[config.mk]
export PLATFORM = sky130hd
export DESIGN_NAME = vid_pkt_seq
export DESIGN_NICKNAME = d
export VERILOG_FILES = /design/src/rtl/vid_pkt_pkg.sv /design/src/rtl/vid_pkt_level.sv /design/src/rtl/vid_pkt_queue.sv /design/src/rtl/vid_pkt_seq.sv
export SDC_FILE = /design/constraint.sdc
export NUM_CORES = 1
export LEC_CHECK = 0
export BUFFER_PORTS_ARGS = -buffer_cell sky130_fd_sc_hd__buf_2
export CORE_ASPECT_RATIO = 0.8
export CORE_UTILIZATION = 29
export CTS_BUF_LIST = sky130_fd_sc_hd__clkbuf_8
export CTS_CLUSTER_DIAMETER = 60
export DETAILED_ROUTE_END_ITERATION = 7
export GPL_TIMING_DRIVEN = 0
export HOLD_SLACK_MARGIN = 0.1
export PLACE_DENSITY = 0.44
export SYNTH_ARGS = -nofsm -noshare
export SYNTH_HDL_FRONTEND = slang
export SYNTH_SLANG_ARGS = --single-unit
[constraint.sdc]
create_clock -name clk_i -period 13.6 [get_ports clk_i]
set_input_delay 2.04 -clock clk_i [delete_from_list [all_inputs] [get_ports clk_i]]
set_output_delay 2.04 -clock clk_i [all_outputs]
set_load 0.02 [all_outputs]
[src/rtl/vid_pkt_pkg.sv]
package vid_pkt_pkg;
  localparam int DT_W = 6;
  localparam int VC_W = 2;
  localparam int WC_W = 16;

  typedef struct packed {
    logic [DT_W-1:0] dt;
    logic [VC_W-1:0] vc;
    logic [WC_W-1:0] wc;
  } desc_t;

  localparam logic [DT_W-1:0] DT_VSS   = 6'h01;
  localparam logic [DT_W-1:0] DT_VSE   = 6'h11;
  localparam logic [DT_W-1:0] DT_HSS   = 6'h21;
  localparam logic [DT_W-1:0] DT_HSE   = 6'h31;
  localparam logic [DT_W-1:0] DT_BLANK = 6'h19;
  localparam logic [DT_W-1:0] DT_NULL  = 6'h09;

  function automatic logic [DT_W-1:0] pix_dt(input logic [1:0] fmt);
    case (fmt)
      2'd0:    return 6'h0E;
      2'd1:    return 6'h1E;
      2'd2:    return 6'h2E;
      default: return 6'h3E;
    endcase
  endfunction

  function automatic logic [WC_W-1:0] pix_bytes(input logic [WC_W-1:0] n, input logic [1:0] fmt);
    logic [WC_W+3:0] t;
    case (fmt)
      2'd0:    t = {4'b0, n} << 1;
      2'd1:    t = ({4'b0, n} * (WC_W+4)'(9)) >> 2;
      default: t = {4'b0, n} * (WC_W+4)'(3);
    endcase
    return t[WC_W-1:0];
  endfunction
endpackage

[src/rtl/vid_pkt_level.sv]
module vid_pkt_level (
  input  logic clk_i,
  input  logic rst_ni,
  input  logic raw_i,
  input  logic act_high_i,
  output logic lvl_o,
  output logic prev_o
);
  always_ff @(posedge clk_i or negedge rst_ni) begin
    if (!rst_ni) begin
      lvl_o  <= 1'b0;
      prev_o <= 1'b0;
    end else begin
      lvl_o  <= act_high_i ? raw_i : ~raw_i;
      prev_o <= lvl_o;
    end
  end
endmodule

[src/rtl/vid_pkt_queue.sv]
module vid_pkt_queue
  import vid_pkt_pkg::*;
#(
  parameter int DEPTH = 16,
  parameter int NS    = 5
) (
  input  logic            clk_i,
  input  logic            rst_ni,
  input  logic [NS-1:0]   push_i,
  input  desc_t [NS-1:0]  slot_i,
  input  logic            ready_i,
  output logic            valid_o,
  output desc_t           data_o
);
  localparam int AW = $clog2(DEPTH);

  desc_t          mem [DEPTH];
  logic [AW-1:0]  wr_q, rd_q;
  logic [AW:0]    cnt_q;
  logic [AW:0]    off [NS];
  logic [AW:0]    npush;
  logic           pop;
  logic [AW+1:0]  cnt_nxt;

  // slot i lands after every lower-numbered slot pushed in the same cycle
  always_comb begin
    off[0] = '0;
    for (int i = 1; i < NS; i++) off[i] = off[i-1] + {{AW{1'b0}}, push_i[i-1]};
    npush = off[NS-1] + {{AW{1'b0}}, push_i[NS-1]};
  end

  assign valid_o = (cnt_q != '0);
  assign data_o  = mem[rd_q];
  assign pop     = valid_o & ready_i;
  assign cnt_nxt = {1'b0, cnt_q} + {1'b0, npush} - {{(AW+1){1'b0}}, pop};

  always_ff @(posedge clk_i) begin
    for (int i = 0; i < NS; i++)
      if (push_i[i]) mem[wr_q + off[i][AW-1:0]] <= slot_i[i];
  end

  always_ff @(posedge clk_i or negedge rst_ni) begin
    if (!rst_ni) begin
      wr_q  <= '0;
      rd_q  <= '0;
      cnt_q <= '0;
    end else begin
      wr_q  <= wr_q + npush[AW-1:0];
      rd_q  <= rd_q + AW'(pop);
      cnt_q <= cnt_nxt[AW:0];
    end
  end

  a_r10_no_overflow: assert property (@(posedge clk_i) disable iff (!rst_ni)
    cnt_nxt <= (AW+2)'(DEPTH));

  a_r10_hold: assert property (@(posedge clk_i) disable iff (!rst_ni)
    valid_o && !ready_i |=> valid_o && $stable(data_o));
endmodule

[src/rtl/vid_pkt_seq.sv]
module vid_pkt_seq
  import vid_pkt_pkg::*;
#(
  parameter int PIX_W = 24,
  parameter int H_W   = 12,
  parameter int V_W   = 12,
  parameter int DEPTH = 16
) (
  input  logic             clk_i,
  input  logic             rst_ni,
  input  logic             vsync_i,
  input  logic             hsync_i,
  input  logic             de_i,
  input  logic [PIX_W-1:0] pixel_i,
  input  logic [1:0]       cfg_mode_i,
  input  logic [1:0]       cfg_fill_i,
  input  logic [1:0]       cfg_fmt_i,
  input  logic [1:0]       cfg_pol_i,
  input  logic [1:0]       cfg_vc_i,
  input  logic [H_W-1:0]   cfg_hsw_i,
  input  logic [H_W-1:0]   cfg_hbp_i,
  input  logic [H_W-1:0]   cfg_hfp_i,
  input  logic [V_W-1:0]   cfg_vbp_i,
  input  logic [V_W-1:0]   cfg_vact_i,
  input  logic [H_W-1:0]   cfg_max_pix_i,
  output logic             desc_valid_o,
  input  logic             desc_ready_i,
  output logic [5:0]       desc_dt_o,
  output logic [1:0]       desc_vc_o,
  output logic [15:0]      desc_wc_o,
  output logic             pix_valid_o,
  output logic [PIX_W-1:0] pix_data_o
);
  localparam int NSIG = 3;  // 0 vsync, 1 hsync, 2 data-enable
  localparam int NS   = 5;  // slots in delivery order
  localparam int S_V = 0, S_H = 1, S_FB = 2, S_PX = 3, S_FF = 4;

  logic [NSIG-1:0] raw, pol, lvl, prev;
  assign raw = {de_i, hsync_i, vsync_i};
  assign pol = {1'b1, cfg_pol_i[1], cfg_pol_i[0]};

  for (genvar g = 0; g < NSIG; g++) begin : g_lvl
    vid_pkt_level u_lvl (
      .clk_i(clk_i), .rst_ni(rst_ni), .raw_i(raw[g]), .act_high_i(pol[g]),
      .lvl_o(lvl[g]), .prev_o(prev[g])
    );
  end

  logic mode_pulse, burst, fill_en;
  assign mode_pulse = (cfg_mode_i == 2'd0);
  assign burst      = (cfg_mode_i == 2'd2);
  assign fill_en    = (cfg_fill_i == 2'd1) || (cfg_fill_i == 2'd2);

  logic vss, vse, hss, hse;
  logic [H_W-1:0] hcnt_q;
  assign vss = lvl[0] & ~prev[0];
  assign vse = ~lvl[0] & prev[0] & mode_pulse;
  assign hss = lvl[1] & ~prev[1] & ~lvl[0];
  assign hse = mode_pulse && (hcnt_q == H_W'(1)) && !hss;

  // vertical window
  logic [V_W-1:0] line_q;
  logic [V_W:0]   win_lo, win_hi;
  logic           win;
  assign win_lo = {1'b0, cfg_vbp_i};
  assign win_hi = win_lo + {1'b0, cfg_vact_i};
  assign win    = ({1'b0, line_q} > win_lo) && ({1'b0, line_q} <= win_hi);

  logic de_on, de_rise, de_fall;
  assign de_on   = lvl[2] & win;
  assign de_rise = lvl[2] & ~prev[2] & win;
  assign de_fall = ~lvl[2] & prev[2] & win;

  // packet splitting
  logic [H_W-1:0] pcnt_q, px_n;
  logic [H_W:0]   pnext;
  logic           px_full, px_emit;
  assign pnext   = {1'b0, pcnt_q} + (H_W+1)'(1);
  assign px_full = de_on && (pnext == {1'b0, cfg_max_pix_i});
  assign px_emit = px_full || (de_fall && (pcnt_q != '0));
  assign px_n    = px_full ? cfg_max_pix_i : pcnt_q;

  always_ff @(posedge clk_i or negedge rst_ni) begin
    if (!rst_ni) begin
      hcnt_q <= '0;
      line_q <= '0;
      pcnt_q <= '0;
    end else begin
      if (hss)                 hcnt_q <= cfg_hsw_i;
      else if (hcnt_q != '0)   hcnt_q <= hcnt_q - H_W'(1);
      if (vss)                 line_q <= '0;
      else if (hss)            line_q <= line_q + V_W'(1);
      if (hss || de_fall || px_full) pcnt_q <= '0;
      else if (de_on)          pcnt_q <= pnext[H_W-1:0];
    end
  end

  logic [DT_W-1:0] fill_dt;
  logic [WC_W-1:0] ff_wc;
  assign fill_dt = (cfg_fill_i == 2'd1) ? DT_BLANK : DT_NULL;
  assign ff_wc   = burst ? (WC_W'(cfg_hfp_i) + WC_W'(cfg_hbp_i) + WC_W'(cfg_hsw_i))
                         : WC_W'(cfg_hfp_i);

  logic [NS-1:0]  push;
  desc_t [NS-1:0] slot;
  always_comb begin
    push[S_V]  = vss | vse;
    push[S_H]  = hss | hse;
    push[S_FB] = de_rise & fill_en & ~burst;
    push[S_PX] = px_emit;
    push[S_FF] = de_fall & fill_en;
    slot[S_V]  = '{dt: vss ? DT_VSS : DT_VSE, vc: cfg_vc_i, wc: '0};
    slot[S_H]  = '{dt: hss ? DT_HSS : DT_HSE, vc: cfg_vc_i, wc: '0};
    slot[S_FB] = '{dt: fill_dt, vc: cfg_vc_i, wc: WC_W'(cfg_hbp_i)};
    slot[S_PX] = '{dt: pix_dt(cfg_fmt_i), vc: cfg_vc_i,
                   wc: pix_bytes(WC_W'(px_n), cfg_fmt_i)};
    slot[S_FF] = '{dt: fill_dt, vc: cfg_vc_i, wc: ff_wc};
  end

  desc_t head;
  vid_pkt_queue #(.DEPTH(DEPTH), .NS(NS)) u_queue (
    .clk_i(clk_i), .rst_ni(rst_ni), .push_i(push), .slot_i(slot),
    .ready_i(desc_ready_i), .valid_o(desc_valid_o), .data_o(head)
  );
  assign desc_dt_o = head.dt;
  assign desc_vc_o = head.vc;
  assign desc_wc_o = head.wc;

  // payload, aligned with the sampled data-enable
  logic [PIX_W-1:0] pix_q;
  always_ff @(posedge clk_i or negedge rst_ni) begin
    if (!rst_ni) begin
      pix_q       <= '0;
      pix_data_o  <= '0;
      pix_valid_o <= 1'b0;
    end else begin
      pix_q       <= pixel_i;
      pix_data_o  <= pix_q;
      pix_valid_o <= de_on;
    end
  end

  a_r3_hss_single: assert property (@(posedge clk_i) disable iff (!rst_ni)
    hss |=> !hss);

  a_r3_short_wc_zero: assert property (@(posedge clk_i) disable iff (!rst_ni)
    desc_valid_o && (desc_dt_o == DT_VSS || desc_dt_o == DT_VSE ||
                     desc_dt_o == DT_HSS || desc_dt_o == DT_HSE) |-> desc_wc_o == '0);

  a_r5_pix_wc_nonzero: assert property (@(posedge clk_i) disable iff (!rst_ni)
    desc_valid_o && (desc_dt_o[3:0] == 4'hE) |-> desc_wc_o != '0);

  a_r4_hse_after_count: assert property (@(posedge clk_i) disable iff (!rst_ni)
    push[S_H] && !hss |-> mode_pulse);
endmodule

==> flow_results.xml <==
<?xml version="1.0" encoding="UTF-8"?>
<metrics>
  <group name="status">
    <metric name="status" unit="">finished, violations left</metric>
    <metric name="failing_checks" unit="">DRC</metric>
  </group>
  <group name="drt">
    <metric name="routed_wire_length_per_instance" unit="um">25.17</metric>
    <metric name="detailroute.via_count" unit="">20530</metric>
    <metric name="drt-total-wl" unit="um">94730</metric>
    <metric name="drtAntennaViolNets" unit="">0</metric>
    <metric name="detail_route.drc_violations" unit="">4</metric>
    <metric name="drt_first_iter_violations" unit="">2114</metric>
    <metric name="route.detailed.vias_per_inst" unit="">5.457</metric>
    <metric name="pre_repair_dr_iteration_count" unit="">8</metric>
  </group>
  <group name="final_layout">
    <metric name="finalInstanceArea" unit="um2">28790</metric>
    <metric name="multiInputGateArea" unit="um2">11660</metric>
    <metric name="layout-drive-gt1-share" unit="%">15.12</metric>
    <metric name="seqCellArea" unit="um2">12210</metric>
    <metric name="nFillCells" unit="">8598</metric>
    <metric name="area_delta_synth_final" unit="%">15.84</metric>
    <metric name="final_net_count" unit="">2822</metric>
    <metric name="final_core_utilization" unit="%">34.12</metric>
  </group>
  <group name="synth">
    <metric name="synth_mux_area_share" unit="%">8.593</metric>
    <metric name="ys_ff_latch" unit="">440</metric>
    <metric name="syn-instance-count" unit="">2331</metric>
    <metric name="yosys_cell_types" unit="">78</metric>
    <metric name="synth.yosys.seq_area_share" unit="%">49.13</metric>
    <metric name="netlist_area" unit="um2">24860</metric>
    <metric name="yosys.area_share.xor_xnor" unit="%">2.990</metric>
    <metric name="syn_area_per_cell" unit="um2">10.66</metric>
    <metric name="synth_flop_cell" unit="">edfxtp_1</metric>
    <metric name="synth_compound_area_share" unit="%">16.13</metric>
    <metric name="synth_top_family_by_area" unit="">compound AO/OA/AOI/OAI gates</metric>
    <metric name="async_sr_flop_fraction" unit="%">23.64</metric>
    <metric name="yosys_warnings" unit="">0</metric>
    <metric name="number_of_flops_mapped_to_enable_cells_by_yosys" unit="">288</metric>
    <metric name="yosys.area_share.adder" unit="%">7.309</metric>
    <metric name="synth_simple_gate_area_share" unit="%">11.69</metric>
  </group>
  <group name="clocking">
    <metric name="clock-sinks" unit="">440</metric>
    <metric name="cts-htree-levels" unit="">3</metric>
    <metric name="clock_tree.root_cell" unit="">clkbuf_8</metric>
    <metric name="cts_tree" unit="">built</metric>
    <metric name="cts.path.max_buffers" unit="">3</metric>
    <metric name="cts_made_buffers" unit="">82</metric>
    <metric name="worstSkewPairLatency" unit="ns">0.73</metric>
    <metric name="post_cts_buffers" unit="">0</metric>
    <metric name="post_cts_hold_buffer_count" unit="">0</metric>
    <metric name="clk_pin_slew" unit="ns">0.06</metric>
  </group>
  <group name="placed_design">
    <metric name="dpl.hpwl" unit="um">72270</metric>
    <metric name="port_buffer_count" unit="">157</metric>
    <metric name="post_dp_cell_area" unit="um2">27110</metric>
    <metric name="finalWeightedCongestion" unit="">0.9322</metric>
  </group>
  <group name="die">
    <metric name="initial_core_util" unit="%">29.45</metric>
    <metric name="ioPinCount" unit="">162</metric>
    <metric name="design.die.area" unit="um2">86890</metric>
    <metric name="rows" unit="">95</metric>
    <metric name="fp.coreArea" unit="um2">84390</metric>
    <metric name="die_w" unit="um">329.3</metric>
    <metric name="chipHeight" unit="um">263.9</metric>
  </group>
  <group name="sta">
    <metric name="max_slew.worst_pin.slew" unit="ns">1.468</metric>
    <metric name="final-hold-violation-count" unit="">0</metric>
    <metric name="final_min_period_over_clock_period" unit="%">93.15</metric>
    <metric name="rsz0062_at_grt" unit="">false</metric>
    <metric name="final_max_slew_viol_count" unit="">0</metric>
    <metric name="setup_viol_count_final" unit="">0</metric>
    <metric name="final.setup_skew" unit="ns">0.06169</metric>
    <metric name="layout_min_cycle_time" unit="ns">12.67</metric>
    <metric name="slew_headroom" unit="%">2.112</metric>
    <metric name="fmax" unit="MHz">78.94</metric>
  </group>
  <group name="grt">
    <metric name="grt_pass1_vias" unit="">20440</metric>
    <metric name="maximum_number_of_pins_on_one_net_before_global_route_repair" unit="">63</metric>
    <metric name="grt_pass1_wl" unit="um">137000</metric>
    <metric name="global_route_total_usage_across_every_layer" unit="%">21.64</metric>
    <metric name="grt_antenna_before_repair" unit="">4</metric>
    <metric name="grt-ovfl-total" unit="">0</metric>
  </group>
  <group name="worst_setup_path">
    <metric name="critPathKind" unit="">in2reg</metric>
    <metric name="cpMaxStageDelayCell" unit="">nand2_1</metric>
    <metric name="path_buf_inv" unit="">7</metric>
    <metric name="timing.critical_path.slowest_cell_delay" unit="ns">0.93</metric>
    <metric name="cp_data_required_time" unit="ns">13.92</metric>
    <metric name="setup.worst_path.start_class" unit="">input port</metric>
    <metric name="critical-path-top-delay-family" unit="">simple AND/OR/NAND/NOR gates</metric>
    <metric name="cp_max_fo" unit="">18</metric>
    <metric name="worst_ep_arrival_time" unit="ns">12.99</metric>
    <metric name="endpoint_kind" unit="">flop</metric>
  </group>
  <group name="pwr">
    <metric name="p_per_area" unit="nW/um2">164.5</metric>
    <metric name="worst_ir_drop_vdd" unit="V">0.00009935</metric>
    <metric name="power.static_leakage" unit="nW">11.31</metric>
    <metric name="total_power" unit="mW">4.736</metric>
  </group>
  <group name="worst_hold_path">
    <metric name="hold_path_class" unit="">reg2reg</metric>
  </group>
  <group name="flow_run">
    <metric name="drv.max_cap_violation_count" unit="">0</metric>
  </group>
</metrics>
==> kinds of logic after synthesis <==
logic type / after synthesis
multiplexers: 157
flip-flops: 440
AO/OA/AOI/OAI: 640
other: 1
buffers and inverters: 263
XOR/XNOR: 84
AND/OR/NAND/NOR: 614
adder cells (fa/ha/maj): 132
==> power by group <==
part	switching (mW)	leakage (nW)	internal [mW]	total (mW)
Combinational	1.21	6.07	0.577	1.79
Clock	0.642	0.935	0.670	1.31
Sequential	0.0685	4.30	1.57	1.64
Total	1.92	11.3	2.82	4.74
==> repair_timing <==
action	in CTS	in global routing
endpoints found under the hold margin	0	0
setup endpoints to repair	0	18
resized for setup	0	1
==> metal layers <==
layer,vias to the layer above,global-route usage (%),wire length (um)
met2,824,31.45,39980
met5,-,0,11
met4,2,7.295,3076
met3,165,4.979,7664
met1,10290,31.32,44000
li1,9250,-,-
==> cells in the mapped netlist (all sizes together), types with 4 or more instances <==
cell,instances,area [um2]
fa,22,440.4
or3,17,106.4
dfxtp,48,960.9
o211ai,15,117.6
ha,110,1376
a31o,4,35.03
o31ai,38,285.3
or4,4,30.03
nor4,10,83.83
nand4,17,106.4
a221oi,22,192.7
xnor2,58,508.0
mux2,28,319.1
mux4,42,945.9
a31oi,17,106.4
o22ai,143,894.6
nor2b,28,175.2
nand3,102,528.0
a21oi,124,624.4
nor2,92,345.3
clkbuf,128,480.5
nand2b,12,75.07
or2,4,25.02
o21ai,164,843.3
buf,31,158.9
o41ai,5,43.79
a211oi,9,67.56
dfrtp,104,2603
and3,16,100.1
mux2i,87,870.8
xor2,26,235.2
edfxtp,288,8648
nor3,30,170.2
nand2,248,930.9
a21o,28,210.2
a22oi,23,172.7
o21a,18,135.1
inv,102,382.9
and2,26,162.7
==> stage by stage <==
stage | setup WS, ns | TNS [ns] | instances | hold slack [ns]
5_1_grt | 0.3449 | 0 | 3762 | 0.3527
3_3_place_gp | -0.2844 | -8.430 | 3604 | 0.3314
4_1_cts | 0.7160 | 0 | 3758 | 0.3488
3_5_place_dp | 0.01010 | 0 | 3607 | 0.3347
2_1_floorplan | 3.493 | 0 | 2332 | 0.3312
6_report | 0.9320 | 0 | 3763 | 0.3466
==> worst paths after layout <==
| path | from | end | slack, ns | cells after the start |
|---|---|---|---|---|
| max | cfg_vbp_i[1] | u_queue.mem[9][5]$_DFFE_PP_ | 0.93 | 37 |
| min | pix_q[2]$_DFF_PN0_ | pix_data_o[2]$_DFF_PN0_ | 0.35 | 0 |
| max in group asynchronous | rst_ni | pcnt_q[6]$_DFFE_PN0P_ | 11.60 | 2 |
| min in group asynchronous | rst_ni | hcnt_q[10]$_DFFE_PN0P_ | 1.30 | 1 |
| min reg2reg | pix_q[2]$_DFF_PN0_ | pix_data_o[2]$_DFF_PN0_ | 0.35 | 0 |
| max reg2reg | line_q[9]$_DFFE_PN0P_ | u_queue.mem[9][5]$_DFFE_PP_ | 3.81 | 27 |
==> state kept, by name (all words and copies together) (netlist names), 5 cells and up <==
signal	cells
hcnt_q	12
line_q	12
pcnt_q	12
pix_data_o	24
pix_q	24
u_queue.cnt_q	5
u_queue.mem	336
==> layout make-up <==
cell class                      count  area share, %
Antenna cell                        3        0.02607
Timing Repair Buffer              162          2.990
Clock buffer                       92          4.398
Tap cell                         1115          4.845
Clock inverter                     59          1.252
Buffer                            159          2.238
Multi-Input combinational cell   1629          40.48
Inverter                          104          1.356
Sequential cell                   440          42.41
==> layout by cell type (no fill, tap or decap), drive strengths merged, types with 9 or more instances in the layout <==
cell	instances
a211oi	9
a21o	28
a21oi	124
a221oi	22
a22oi	23
a31oi	17
and2	26
and3	16
buf	192
clkbuf	221
clkinv	24
dfrtp	104
dfxtp	48
edfxtp	288
fa	22
ha	110
inv	135
mux2	28
mux2i	87
mux4	42
nand2	248
nand2b	12
nand3	102
nand4	17
nor2	92
nor2b	28
nor3	30
nor4	10
o211ai	15
o21a	18
o21ai	164
o22ai	143
o31ai	38
or3	17
xnor2	58
xor2	26
(Power assumes the default switching activity.)
